### src/rtl/srg_pkg.sv
// Package: shared types and constants of the bit-clock / frame-sync generator.
package srg_pkg;

    // Transmit frame-sync selection.
    typedef enum logic {
        SYNC_GATED = 1'b0,
        SYNC_FREE  = 1'b1
    } sync_sel_e;

    // Reference cycles gen_en must be held low before a release is honoured.
    localparam int unsigned SRG_HOLD_CYC = 2;

endpackage

### src/rtl/srg_release.sv
// Module: srg_release
// Decides when the generator runs. A release (gen_en high) is honoured only
// after gen_en has been sampled low on HOLD_CYC consecutive cycles; reset
// counts as a complete hold. Dropping gen_en stops the generator at once.
// Assumes: gen_en is synchronous to clk.
module srg_release #(
    parameter int unsigned HOLD_CYC = 2
) (
    input  logic clk,
    input  logic rst_n,
    input  logic gen_en,
    output logic run,
    output logic launch
);

    localparam int unsigned HOLD_W = $clog2(HOLD_CYC + 1);
    localparam logic [HOLD_W-1:0] HOLD_FULL = HOLD_W'(HOLD_CYC);

    logic [HOLD_W-1:0] hold_cnt;
    logic              run_q;
    logic              hold_done;

    assign hold_done = (hold_cnt == HOLD_FULL);
    // First edge of a valid release: run rises on the following cycle.
    assign launch    = gen_en && !run_q && hold_done;
    assign run       = run_q;

    // Count consecutive low cycles of gen_en, saturating at the full hold.
    always_ff @(posedge clk) begin
        if (!rst_n) begin
            hold_cnt <= HOLD_FULL;
        end else if (gen_en) begin
            hold_cnt <= '0;
        end else if (!hold_done) begin
            hold_cnt <= hold_cnt + HOLD_W'(1);
        end
    end

    // Run flag: set by a valid release, cleared whenever gen_en is low.
    always_ff @(posedge clk) begin
        if (!rst_n) begin
            run_q <= 1'b0;
        end else begin
            run_q <= gen_en && (run_q || hold_done);
        end
    end

endmodule

### src/rtl/srg_clkdiv.sv
// Module: srg_clkdiv
// Divides the reference clock by div_m1+1 to form the bit-clock. bclk_en
// marks the first reference cycle of each bit period (the rising edge);
// bit_end marks the last. The level is high for the first half, rounded up.
// Assumes: div_m1 is changed only while run is low.
module srg_clkdiv #(
    parameter int unsigned DIV_W = 8
) (
    input  logic             clk,
    input  logic             rst_n,
    input  logic             run,
    input  logic [DIV_W-1:0] div_m1,
    output logic             bclk_en,
    output logic             bclk_lvl,
    output logic             bit_end
);

    logic [DIV_W-1:0] div_cnt;
    logic [DIV_W-1:0] half_m1;

    assign half_m1  = div_m1 >> 1;
    assign bclk_en  = run && (div_cnt == '0);
    assign bclk_lvl = run && (div_cnt <= half_m1);
    assign bit_end  = run && (div_cnt >= div_m1);

    // Reference-cycle position inside the current bit period.
    always_ff @(posedge clk) begin
        if (!rst_n || !run) begin
            div_cnt <= '0;
        end else if (div_cnt >= div_m1) begin
            div_cnt <= '0;
        end else begin
            div_cnt <= div_cnt + DIV_W'(1);
        end
    end

endmodule

### src/rtl/srg_framer.sv
// Module: srg_framer
// Counts bit-clocks into frames of per_m1+1 bits and drives the frame-sync
// high for bits 0..wid_m1. Counting starts on release (when fs_en is already
// high) or at the next bit boundary after fs_en rises; fs_en low clears it.
// frame_start flags the clock edge that makes the next cycle frame bit 0.
// Assumes: per_m1 and wid_m1 change only while the generator is stopped.
module srg_framer #(
    parameter int unsigned PER_W = 12,
    parameter int unsigned WID_W = 8
) (
    input  logic             clk,
    input  logic             rst_n,
    input  logic             run,
    input  logic             launch,
    input  logic             bit_end,
    input  logic             fs_en,
    input  logic [PER_W-1:0] per_m1,
    input  logic [WID_W-1:0] wid_m1,
    output logic             fsync,
    output logic             frame_start
);

    localparam int unsigned CMP_W = (PER_W > WID_W) ? PER_W : WID_W;

    logic             fs_live;
    logic [PER_W-1:0] frm_cnt;
    logic [CMP_W-1:0] cnt_x;
    logic [CMP_W-1:0] wid_x;
    logic             last_bit;

    assign cnt_x    = CMP_W'(frm_cnt);
    assign wid_x    = CMP_W'(wid_m1);
    assign last_bit = (frm_cnt >= per_m1);
    assign fsync    = run && fs_live && (cnt_x <= wid_x);

    // Edge that makes the following cycle frame bit 0.
    always_comb begin
        if (launch) begin
            frame_start = fs_en;
        end else if (run && fs_en && bit_end) begin
            frame_start = !fs_live || last_bit;
        end else begin
            frame_start = 1'b0;
        end
    end

    // Frame-counting state: live flag and bit position in the frame.
    always_ff @(posedge clk) begin
        if (!rst_n) begin
            fs_live <= 1'b0;
            frm_cnt <= '0;
        end else if (launch) begin
            fs_live <= fs_en;
            frm_cnt <= '0;
        end else if (!run || !fs_en) begin
            fs_live <= 1'b0;
            frm_cnt <= '0;
        end else if (bit_end) begin
            fs_live <= 1'b1;
            if (!fs_live || last_bit) begin
                frm_cnt <= '0;
            end else begin
                frm_cnt <= frm_cnt + PER_W'(1);
            end
        end
    end

endmodule

### src/rtl/srg_txsync.sv
// Module: srg_txsync
// Forms the transmit frame-sync. In free mode it is the generator sync. In
// gated mode a frame is armed at its start only if a data write was seen
// since the previous frame start (a write on the start edge itself counts).
// Assumes: tx_wr is a one-cycle strobe synchronous to clk.
module srg_txsync
    import srg_pkg::*;
(
    input  logic      clk,
    input  logic      rst_n,
    input  logic      run,
    input  logic      frame_start,
    input  logic      tx_wr,
    input  sync_sel_e sel,
    input  logic      fsync,
    output logic      fsx
);

    logic wr_pend;
    logic armed;

    // Remember writes and arm or disarm each frame at its start edge.
    always_ff @(posedge clk) begin
        if (!rst_n) begin
            wr_pend <= 1'b0;
            armed   <= 1'b0;
        end else if (frame_start) begin
            armed   <= wr_pend || tx_wr;
            wr_pend <= 1'b0;
        end else if (!run) begin
            armed   <= 1'b0;
            wr_pend <= 1'b0;
        end else begin
            wr_pend <= wr_pend || tx_wr;
        end
    end

    // Output select between direct and write-gated sync.
    always_comb begin
        if (sel == SYNC_FREE) begin
            fsx = fsync;
        end else begin
            fsx = fsync && armed;
        end
    end

endmodule

### src/rtl/serial_rate_gen.sv
// Module: serial_rate_gen (top)
// Master-mode bit-clock and frame-sync generator for a serial audio port.
// It chains the release qualifier, the divider, the framer and the transmit
// sync selector. All counts are programmed as value minus one.
// Assumes: the count fields are stable while gen_en is high.
module serial_rate_gen
    import srg_pkg::*;
#(
    parameter int unsigned DIV_W = 8,
    parameter int unsigned PER_W = 12,
    parameter int unsigned WID_W = 8
) (
    input  logic             clk,
    input  logic             rst_n,
    input  logic             gen_en,
    input  logic             fs_en,
    input  logic [DIV_W-1:0] div_m1,
    input  logic [PER_W-1:0] per_m1,
    input  logic [WID_W-1:0] wid_m1,
    input  logic             sync_free,
    input  logic             tx_wr,
    output logic             bclk_en,
    output logic             bclk_lvl,
    output logic             fsync,
    output logic             fsx
);

    logic      run;
    logic      launch;
    logic      bit_end;
    logic      frame_start;
    sync_sel_e sel;

    assign sel = sync_sel_e'(sync_free);

    srg_release #(.HOLD_CYC(SRG_HOLD_CYC)) u_release (
        .clk    (clk),
        .rst_n  (rst_n),
        .gen_en (gen_en),
        .run    (run),
        .launch (launch)
    );

    srg_clkdiv #(.DIV_W(DIV_W)) u_clkdiv (
        .clk      (clk),
        .rst_n    (rst_n),
        .run      (run),
        .div_m1   (div_m1),
        .bclk_en  (bclk_en),
        .bclk_lvl (bclk_lvl),
        .bit_end  (bit_end)
    );

    srg_framer #(.PER_W(PER_W), .WID_W(WID_W)) u_framer (
        .clk         (clk),
        .rst_n       (rst_n),
        .run         (run),
        .launch      (launch),
        .bit_end     (bit_end),
        .fs_en       (fs_en),
        .per_m1      (per_m1),
        .wid_m1      (wid_m1),
        .fsync       (fsync),
        .frame_start (frame_start)
    );

    srg_txsync u_txsync (
        .clk         (clk),
        .rst_n       (rst_n),
        .run         (run),
        .frame_start (frame_start),
        .tx_wr       (tx_wr),
        .sel         (sel),
        .fsync       (fsync),
        .fsx         (fsx)
    );

endmodule

### config.mk
export PLATFORM = sky130hd
export DESIGN_NAME = serial_rate_gen
export DESIGN_NICKNAME = d
export VERILOG_FILES = /design/src/rtl/srg_pkg.sv /design/src/rtl/srg_release.sv /design/src/rtl/srg_clkdiv.sv /design/src/rtl/srg_framer.sv /design/src/rtl/srg_txsync.sv /design/src/rtl/serial_rate_gen.sv
export SDC_FILE = /design/constraint.sdc
export NUM_CORES = 1
export LEC_CHECK = 0
export BUFFER_PORTS_ARGS = -buffer_cell sky130_fd_sc_hd__buf_2
export CAP_MARGIN = 30
export CORE_MARGIN = 2
export CORE_UTILIZATION = 50
export CTS_CLUSTER_DIAMETER = 80
export CTS_CLUSTER_SIZE = 28
export DETAILED_ROUTE_END_ITERATION = 12
export GPL_TIMING_DRIVEN = 0
export PLACE_DENSITY_LB_ADDON = 0.2
export SETUP_SLACK_MARGIN = 0.3
export SYNTH_ARGS = -nofsm -noshare
export SYNTH_HDL_FRONTEND = slang
export SYNTH_SLANG_ARGS = --single-unit
### constraint.sdc
create_clock -name clk -period 1.8 [get_ports clk]
set_input_delay 0.09 -clock clk [delete_from_list [all_inputs] [get_ports clk]]
set_output_delay 0.09 -clock clk [all_outputs]
set_load 0.01 [all_outputs]
# After elaboration in Yosys (flattened, before gate mapping)
# Index checks and enable logic that the tools add are counted.
classes:
  n_addsub: 3
  order_cmp: 4
  eq_ne: 3
  n_mux: 11
  n_bitwise: 2
  n_reduce_logical: 26
ops:
  columns: ["cell", "count"]
  rows:
  - ["$add A12 B1 Y12 const B", 1]
  - ["$ge A12 B12 Y1", 1]
  - ["$le A12 B8 Y1", 1]
  - ["$mux W12", 1]
  - ["$logic_and A1 B1 Y1", 11]
  - ["$add A8 B1 Y8 const B", 1]
  - ["$ge A8 B8 Y1", 1]
  - ["$le A8 B7 Y1", 1]
  - ["$logic_not A8 Y1", 1]
  - ["$mux W1", 8]
  - ["$reduce_or A3 Y1", 2]
  - ["$logic_or A1 B1 Y1", 5]
  - ["$logic_not A1 Y1", 4]
  - ["$mux W2", 2]
  - ["$ne A2 B2 Y1 const B", 2]
  - ["$reduce_or A2 Y1", 2]
  - ["$reduce_bool A3 Y1", 1]
  - ["$add A2 B1 Y2 const B", 1]
  - ["$eq A2 B2 Y1 const B", 1]
  - ["$not A1 Y1", 2]
word_totals:
  register_bits: 26
  inputBits: 34
  out_inout_bits: 4

# Logic depth before layout (Yosys ltp)
# Gate-level depths: netlist of the first run.
depth:
  depth_word: 6
  depth_mapped: 9

# Cells and area by module
# From an unflattened synthesis of the first run, not the netlist that was laid out.
unflattened:
  cells_unflattened: 241
  area_unflattened_um2: 2024.4
modules_own_cells:
  columns: ["mod", "n_inst", "cells_per_inst", "area_per_inst_um2", "seq_area_each_um2"]
  rows:
  - ["srg_framer", 1, 139, 1107.3, 260.2]
  - ["srg_clkdiv", 1, 84, 732.0, 160.2]
  - ["srg_release", 1, 9, 107.6, 60.1]
  - ["srg_txsync", 1, 9, 77.6, 40.0]

# Worst setup path after synthesis of the first run
# No wires, ideal clock.
synth_path:
  path_kind: "flip-flop to flip-flop"
  startpoint: "reg u_clkdiv.div_cnt[0]"
  endpoint: "reg u_clkdiv.div_cnt[2]"
  arrival_time_ns: 1.854
  required_time_ns: 1.735
  setup_slack_ns: -0.118
  path_stages_with_launch: 9
  path_buffers: 1
  period_less_slack_ns: 1.918
  path_cell_list: "dfxtp_1 > inv_1 > ha_1 > nand2b_4 > a2111oi_4 > o31ai_1 > or2_1 > clkbuf_1 > nor2_1"
synth_via:
  elab_chain_len: 2
synth_lines:
  columns: ["element", "line_no", "source"]
  rows:
  - ["start, declared", "srg_clkdiv.sv:18", "logic [DIV_W-1:0] div_cnt;"]
  - ["start signal, assigned", "srg_clkdiv.sv:33", "div_cnt <= div_cnt + DIV_W'(1);"]
  - ["$ge A8 B8 Y1", "srg_clkdiv.sv:30", "end else if (div_cnt >= div_m1) begin"]
  - ["$reduce_or A2 Y1 (no line)", null, null]
# Parallel ways exist; a longest one is shown, timed or not.
# A chain may end at the register's enable or synchronous reset.

# Final worst setup path of the first run
layout_path:
  startpoint: "reg u_clkdiv.div_cnt[6]"
  endpoint: "reg u_framer.frm_cnt[11] (netlist: u_framer.cnt_x[11])"
layout_via:
  elab_chain_len: 2
layout_lines:
  columns: ["element", "line_no", "source"]
  rows:
  - ["$ge A8 B8 Y1", "srg_clkdiv.sv:24", "assign bit_end = run && (div_cnt >= div_m1);"]
  - ["$logic_and A1 B1 Y1", "srg_clkdiv.sv:24", null]
  - ["end signal, assigned", "srg_framer.sv:63", "frm_cnt <= frm_cnt + PER_W'(1);"]
  - ["end, declared", "srg_framer.sv:26", "logic [PER_W-1:0] frm_cnt;"]
# No other way between the ends.

==> results_dict.tcl, run 1 <==
set metrics [dict create \
    min_to "u_release.hold_cnt[0]" \
    antenna_cells 0 \
    gr-usage-met3 0.0250 \
    rows 23 \
    rr_worst_depth 8 \
    grt_setup_unrepaired "yes" \
    drt-initial-drc-count 79 \
    path_class "flip-flop to flip-flop" \
    synth_top_area_cell "dfxtp_1" \
    fin_util 0.724 \
    grt_pass1_wl_um 7780 \
    setup-violations-final 26 \
    clockBufferDepth 2 \
    synthTopCellsByCount "38 x ha_1, 31 x inv_1, 28 x nor2_1" \
    synth_nets 310 \
    clock-sinks 26 \
    synth_edf_count 0 \
    power.density_mw_per_mm2 391 \
    drv_slew 0 \
    io_pins 38 \
    leakage_nw 1.32 \
    finalWirelength_um 4970 \
    layout.cells.non_filler 352 \
    ant_nets 0 \
    worstMarginPinSlew_ns 0.352 \
    clock_latency_ns 0.27 \
    drive_above_1_share 0.411 \
    place_area_mm2 0.00238 \
    fp.dieW_um 67.7 \
    yosys.cell_count.top_type "ha_1" \
    final.fill_count 313 \
    async_reset_ff_frac 0 \
    power_mw 1.12 \
    r2r_start "u_clkdiv.div_cnt[6]" \
    fin_crit_ns 2.00 \
    grt_max_degree 14 \
    cp-end-kind "flip-flop" \
    period_share 1.11 \
    multiInputGateArea_mm2 0.00164 \
    die_h_um 67.7 \
    wl_per_cell_um 14.1 \
    busiest_layer "met2" \
    dieArea_mm2 0.00458 \
    synth_seq_cells 26 \
    synth_cell_types 42 \
    ir_drop_uv 474 \
    path_max_fanout 5 \
    initial_core_util 0.514 \
    antenna_found_initial 0 \
    grtUsageMet1 0.311 \
    met2_usage 0.363 \
    startpoint_type "flip-flop" \
    r2r_slack_ns -0.20 \
    dpl.hpwl_um 3270 \
    syn-instance-count 238 \
    routed-via-count 1906 \
    ctsRootBufferMaster "clkbuf_8" \
    first_pass_iters 4 \
    outcome "complete, but fails checks" \
    maxCapViolations 0 \
    synth_area_mm2 0.00203 \
    failed_checks "negative setup slack" \
    hold_depth 2 \
    drc_errors 0 \
    cts_max_level 1 \
    final_area_mm2 0.00285 \
    grt_pass1_vias 1732 \
    final_hold_viol_count 0 \
    cts_tree "yes" \
    clk_pin_slew_ns 0.09 \
    ys.flop_type "dfxtp_1" \
    io_buffers 37 \
    syn_avg_cell_area_um2 8.52 \
    critPathArrivalTime_ns 2.17 \
    synthTopCellsByArea "dfxtp_1 26%, ha_1 23%, xor2_1 6.5%" \
    dp_cells 325 \
    slew_headroom 0.764 \
    cp.required_ns 1.97 \
    hold_path_startpoint "gen_en" \
    setup_ws_ns -0.205 \
    cp-startpoint "u_clkdiv.div_cnt[6]" \
    synth_top_cell_area_share 0.257 \
    yosys_warnings 0 \
    overflow 0 \
    via_per_inst 5.41 \
    final_nets 376 \
    r2r_end "u_framer.cnt_x[11]" \
    seq_area_um2 557 \
    areaGrowthSynthToFinish_pct 40.7 \
    clock.fmax_mhz 499 \
    min_path_type "primary input to flip-flop" \
    gp_congestion 0.760 \
    grt_use_total 0.224 \
    ys_seq_area_frac 0.257 \
    cts_buffers 3 \
    coreArea_mm2 0.00394 \
    fin_skew_ns 0.00798 \
    fin_hold_ws_ns 0.0298 \
]
==> per-stage QoR <==
stage	worst slack (ns)	setup TNS, ns
after floorplan	-0.0365	-0.0862
after global placement	-0.183	-2.61
after detailed placement	-0.210	-2.87
after CTS	-0.196	-3.12
after global routing	-0.320	-5.61
final	-0.205	-3.31
==> state kept, by name (all words and copies together), names as in the netlist <==
| register | cells |
|---|---|
| u_release.hold_cnt | 2 |
| u_release.run | 1 |
| u_txsync.wr_pend | 1 |
| u_framer.cnt_x | 12 |
| u_txsync.armed | 1 |
| u_framer.fs_live | 1 |
| u_clkdiv.div_cnt | 8 |
==> power breakdown <==
group | switching [mW] | total (mW) | leakage (nW) | internal, mW
Clock | 0.175 | 0.324 | 0.0216 | 0.150
Combinational | 0.106 | 0.215 | 1.08 | 0.108
Sequential | 0.00549 | 0.577 | 0.220 | 0.572
Total | 0.287 | 1.12 | 1.32 | 0.830
==> timing repair <==
item,in CTS,in global routing
resized for setup,23,41
hold buffers,0,0
buffers inserted,15,8
pin swaps,18,23
setup endpoints to repair,27,27
cloned,1,0
==> worst max-delay path by stage <==
stage                         endpoint  cells after the start
global route         u_framer.cnt_x[8]                      8
CTS                                fsx                      8
floorplan            u_framer.cnt_x[8]                      8
global placement     u_framer.cnt_x[8]                      8
detailed placement   u_framer.cnt_x[7]                      8
finish              u_framer.cnt_x[11]                      8
==> logic make-up (layout without fill, tap and decap cells) <==
kind of cell	Yosys count	in the layout	synth area share
and+or+nand+nor	84	84	0.220
buffers and inverters	36	100	0.0771
DFF	26	26	0.257
adders and majority gates	38	38	0.234
xor gates and xnor gates	18	18	0.0777
muxes	2	2	0.00987
AOI/OAI and AO/OA	34	34	0.125
==> per-layer routing <==
metal / wire length (um) / share of wire
met1: 2360 / 0.47
met2: 2350 / 0.47
met3: 186 / 0.037
met4: 70 / 0.014
met5: 0 / 0
==> area by class of cell <==
class / instances / area share
flip-flops and latches: 26 / 0.195
well taps: 50 / 0.0219
multi-input cells: 176 / 0.574
inverters: 32 / 0.0438
plain buffers: 4 / 0.0171
clock buffers: 3 / 0.0145
repair buffers: 61 / 0.134
==> worst max-delay path: stages (launching register included) <==
cell	delay (ns)
dfxtp_4	0.37
ha_4	0.26
nand4_1	0.13
or2_1	0.28
o32ai_4	0.33
buf_6	0.17
nand4_1	0.13
xor2_1	0.19
nor2_1	0.05
==> cell usage in the layout (no fill, tap or decap), types with 4 or more instances in the layout <==
cell,n
nor2_4,6
dfxtp_1,11
nor2b_1,4
nand4_1,14
buf_6,8
nor2_1,19
inv_1,29
o21a_1,5
ha_1,28
a21oi_1,7
buf_4,18
o21ai_1,5
dfxtp_2,8
buf_2,38
nand3_1,7
ha_4,10
and3_1,7
xor2_1,15
nand2_1,8
dfxtp_4,7
Note: power is estimated with default switching activity, not from simulation.
==> inputs of run 2 (changes only) <==
Settings changed: SKIP_CTS_REPAIR_TIMING set to 1.
==> run 2 against run 1 <==
The run still ends with negative setup slack left; sequential share of layout area increased by 0.95 points; flip-flop and latch count unchanged; highest routed layer unchanged; final cell count decreased by 3.1%; largest cell class unchanged; critical endpoint is now fsync.
==> results_dict.tcl, run 2 (synthesis results as in run 1) <==
set metrics [dict create \
    path_class "flip-flop to output pin" \
    clockBufferDepth 2 \
    final_hold_viol_count 0 \
    cts_max_level 1 \
    ctsRootBufferMaster "clkbuf_8" \
    clock.fmax_mhz 479 \
    first_pass_iters 4 \
    antenna_cells 0 \
    drive_above_1_share 0.347 \
    finalWirelength_um 4590 \
    routed-via-count 1859 \
    p_int_mw 0.823 \
    cp-end-kind "output pin" \
    leakage_nw 1.26 \
    clock_latency_ns 0.27 \
    layout_commonest_cell "buf_2" \
    grt_setup_unrepaired "yes" \
    via_per_inst 5.45 \
    setup-violations-final 26 \
    cts_tree "yes" \
    fin_crit_ns 2.09 \
    coreArea_mm2 0.00394 \
    dpl.hpwl_um 3270 \
    final_nets 365 \
    share_seq_of_total_power 0.527 \
    final_cell_mix "37 x buf_2, 32 x ha_1, 30 x inv_1" \
    power.share.clock 0.295 \
    fin_skew_ns 0.00697 \
    grt_pass1_wl_um 6900 \
    drv_slew 0 \
    ir_drop_uv 478 \
    grt_pass1_vias 1541 \
    setup_tns_ns -4.09 \
    power_frac_comb 0.178 \
    clock-sinks 26 \
    fp.dieW_um 67.7 \
    critPathArrivalTime_ns 2.00 \
    power_switching_mw 0.278 \
    slew_headroom 0.734 \
    final.fill_count 343 \
    overflow 0 \
    die_h_um 67.7 \
    failed_checks "negative setup slack" \
    power.density_mw_per_mm2 410 \
    dieArea_mm2 0.00458 \
    worstMarginPinSlew_ns 0.397 \
    cp.required_ns 1.71 \
    outcome "complete, but fails checks" \
    grt_max_degree 14 \
    gp_congestion 0.760 \
    clk_pin_slew_ns 0.09 \
    period_share 1.16 \
    path_max_fanout 4 \
    min_path_type "primary input to flip-flop" \
    initial_core_util 0.514 \
    maxCapViolations 0 \
    io_pins 38 \
    startpoint_type "flip-flop" \
    areaGrowthSynthToFinish_pct 32.4 \
    fin_hold_ws_ns 0.0299 \
    antenna_found_initial 0 \
    largest-register "u_framer.cnt_x" \
    wl_per_cell_um 13.5 \
    largest_reg_flops 12 \
    rows 23 \
    ant_nets 0 \
    r2r_slack_ns -0.25 \
    setup_ws_ns -0.289 \
    reg_top3 "u_framer.cnt_x (12), u_clkdiv.div_cnt (8), u_release.hold_cnt (2)" \
    io_buffers 37 \
    grt_use_total 0.197 \
    drc_errors 0 \
    drt-initial-drc-count 42 \
    cts_buffers 3 \
    switching_share 0.252 \
]
-- run 2: cell types whose count changed in the layout (fill, tap and decap cells not counted), sizes merged --
cell  delta
buf     -11
-- run 2: critical path, cell delays in order (launching register included) --
cell and delay, ns:
dfxtp_4 0.37, ha_4 0.21, nor2b_4 0.12, o21a_1 0.16, o21ai_1 0.15, a21oi_1 0.09, o22a_2 0.28, buf_6 0.12
nor3_2 0.08, buf_2 0.14
-- run 2: final cells by class --
cell class / instances / area, um2 / share of cell area
Sequential cell: 26 / 549 / 0.205
Timing Repair Buffer: 50 / 298 / 0.111
Tap cell: 50 / 62.6 / 0.0233
Buffer: 4 / 48.8 / 0.0182
Inverter: 32 / 125 / 0.0466
Clock buffer: 3 / 41.3 / 0.0154
Multi-Input combinational cell: 176 / 1560 / 0.581
-- run 2: per-stage QoR --
| step | setup slack [ns] | utilization | area [um2] | instances | power [mW] |
|---|---|---|---|---|---|
| final | -0.289 | 0.681 | 2690 | 341 | 1.10 |
| after global routing | -0.377 | 0.681 | 2690 | 341 | 1.17 |
| after CTS | -0.408 | 0.613 | 2420 | 328 | 1.10 |
| after detailed placement | -0.210 | 0.603 | 2380 | 325 | 0.773 |
| after global placement | -0.183 | 0.603 | 2380 | 325 | 0.768 |
| after floorplan | -0.0365 | - | 2130 | 238 | 0.708 |
-- run 2: metal layers --
layer  vias up  GRT usage  routed length, um
met4         0     0.0536                 38
li1        941          -                  -
met5         -          0                  0
met3         4     0.0250                174
met1       875      0.289               2190
met2        39      0.300               2190
-- run 2: worst paths after layout --
check | start | endpoint | cells past startpoint
worst max-delay path | u_framer.cnt_x[1] | fsync | 9
worst min-delay path | gen_en | u_release.hold_cnt[0] | 2
worst min register to register | u_clkdiv.div_cnt[0] | u_clkdiv.div_cnt[0] | 1
worst max register to register | u_clkdiv.div_cnt[0] | u_framer.cnt_x[10] | 10
-- run 2: power by group through the flow --
stage          Combinational [mW]  Sequential (mW)  Clock [mW]
6_report                    0.196            0.580       0.325
5_1_grt                     0.226            0.581       0.363
4_1_cts                     0.172            0.588       0.336
3_5_place_dp                0.171            0.602           0
3_3_place_gp                0.166            0.601           0
2_1_floorplan               0.108            0.600           0
==> inputs of run 3 (changes only) <==
Settings changed: ABC_AREA set to 1, CORE_UTILIZATION 50 to 51.
==> run 3 against run 2 <==
The run still ends with negative setup slack left; critical path depth is the same; maximum frequency is 11% higher; largest power group unchanged; sequential share of layout area shrank 1.9 points; final cell count increased by 28%; synthesized cell count grew 39%; global-route usage decreased by 0.44 points; setup slack better by 0.21 ns; via count is 18% higher.
==> results_dict.tcl, run 3 <==
set metrics [dict create \
    leakage_nw 1.46 \
    grt_use_total 0.192 \
    failed_checks "negative setup slack" \
    fin_util 0.727 \
    io_buffers 37 \
    clock-sinks 26 \
    wl_per_cell_um 11.8 \
    startpoint_type "flip-flop" \
    grt_pass1_wl_um 8000 \
    cp-end-kind "output pin" \
    power.density_mw_per_mm2 357 \
    drt-initial-drc-count 82 \
    grt_max_degree 15 \
    synthTopCellsByArea "dfxtp_1 23%, ha_1 21%, nand2_1 12%" \
    final_area_mm2 0.00314 \
    power_mw 1.12 \
    slew_headroom 0.771 \
    synth_nets 404 \
    largest-register "u_framer.cnt_x" \
    clock.fmax_mhz 533 \
    clock_latency_ns 0.27 \
    grt_setup_unrepaired "yes" \
    cts_tree "yes" \
    overflow 0 \
    reg_top3 "u_framer.cnt_x (12), u_clkdiv.div_cnt (8), u_release.hold_cnt (2)" \
    final_nets 458 \
    antenna_found_initial 0 \
    ctsRootBufferMaster "clkbuf_8" \
    clockBufferDepth 2 \
    via_per_inst 5.03 \
    gp_congestion 0.850 \
    final_cell_mix "64 x inv_1, 62 x nand2_1, 37 x buf_2" \
    min_path_type "primary input to flip-flop" \
    fp.dieW_um 70.6 \
    areaGrowthSynthToFinish_pct 39.0 \
    first_pass_iters 4 \
    fin_crit_ns 1.88 \
    worstMarginPinSlew_ns 0.340 \
    cts_buffers 3 \
    ys_seq_area_frac 0.230 \
    setup_tns_ns -0.145 \
    layout_commonest_cell "inv_1" \
    syn_avg_cell_area_um2 6.81 \
    syn-instance-count 332 \
    drc_errors 0 \
    cp.required_ns 1.71 \
    ant_nets 0 \
    rows 24 \
    io_pins 38 \
    place_ws_ns 0.00269 \
    synth_cell_types 33 \
    initial_core_util 0.523 \
    setup_ws_ns -0.0758 \
    synth_seq_cells 26 \
    yosys.cell_count.top_type "nand2_1" \
    ys.flop_type "dfxtp_1" \
    path_max_fanout 4 \
    coreArea_mm2 0.00432 \
    dp_cells 421 \
    drv_slew 0 \
    yosys_warnings 0 \
    cts_max_level 1 \
    maxCapViolations 0 \
    grt_pass1_vias 1962 \
    outcome "complete, but fails checks" \
    finalWirelength_um 5170 \
    drive_above_1_share 0.379 \
    layout.cells.non_filler 437 \
    setup-violations-final 2 \
    period_share 1.04 \
    dieArea_mm2 0.00498 \
    critPathArrivalTime_ns 1.79 \
    async_reset_ff_frac 0 \
    synth_top_cell_area_share 0.230 \
    routed-via-count 2199 \
    final_hold_viol_count 0 \
    synth_area_mm2 0.00226 \
    path_class "flip-flop to output pin" \
    clk_pin_slew_ns 0.09 \
    fin_hold_ws_ns 0.0224 \
    ir_drop_uv 449 \
    largest_reg_flops 12 \
    die_h_um 70.6 \
    synthTopCellsByCount "75 x nand2_1, 67 x inv_1, 38 x ha_1" \
    dpl.hpwl_um 3850 \
    antenna_cells 0 \
    place_area_mm2 0.00268 \
    fin_skew_ns 0.00924 \
    synth_top_area_cell "dfxtp_1" \
    synth_edf_count 0 \
]
run 3: cell count changes after synthesis, sizes merged, moves of 7 or more:
cell,delta
nor2,+11
a21oi,+16
nand2,+70
nand3,+10
inv,+36
nand4,-9
and3,-7
xor2,-9
run 3: worst paths after layout:
path,from,slack [ns],end,depth (start not counted)
worst max-delay path,u_framer.cnt_x[1],-0.08,fsync,9
worst min-delay path,gen_en,0.02,u_release.hold_cnt[0],2
worst max register to register,u_clkdiv.div_cnt[7],0.04,u_txsync.armed,8
worst min register to register,u_release.hold_cnt[1],0.42,u_release.hold_cnt[0],1
run 3: report_power, final:
| group | leakage [nW] | internal, mW | switching, mW | total [mW] |
|---|---|---|---|---|
| Clock | 0.0228 | 0.158 | 0.175 | 0.333 |
| Combinational | 1.21 | 0.101 | 0.120 | 0.220 |
| Sequential | 0.225 | 0.561 | 0.00890 | 0.570 |
| Total | 1.46 | 0.820 | 0.303 | 1.12 |
run 3: kinds of logic (layout without fill, tap and decap cells):
kind of cell	count (synthesis)	in the layout	synth area share
and+or+nand+nor	151	151	0.301
adders and majority gates	38	38	0.210
DFF	26	26	0.230
buffers and inverters	69	122	0.118
xor gates and xnor gates	6	6	0.0233
AOI/OAI and AO/OA	42	42	0.117
run 3: cell type report:
| cell class | instances | area (um2) |
|---|---|---|
| Inverter | 68 | 263 |
| Timing Repair Buffer | 49 | 279 |
| Fill cell | 344 | 1180 |
| Multi-Input combinational cell | 237 | 1890 |
| Sequential cell | 26 | 584 |
| Tap cell | 52 | 65.1 |
| Clock buffer | 4 | 45.0 |
| Buffer | 1 | 11.3 |
run 3: worst max-delay path, cell delays in order (launching register included):
cell and delay (ns):
dfxtp_4 0.37, ha_4 0.30, a21oi_4 0.06, o21ai_2 0.13, nand2_1 0.07, o211ai_1 0.13
o41ai_4 0.15, nand2_2 0.13, inv_1 0.05, buf_2 0.13
run 3: layer usage:
metal,GRT usage,vias up,part of all wire
met5,0,-,0
met4,0.0377,0,0.0054
met3,0.0299,4,0.030
met2,0.362,35,0.51
met1,0.233,983,0.46
li1,-,1177,-
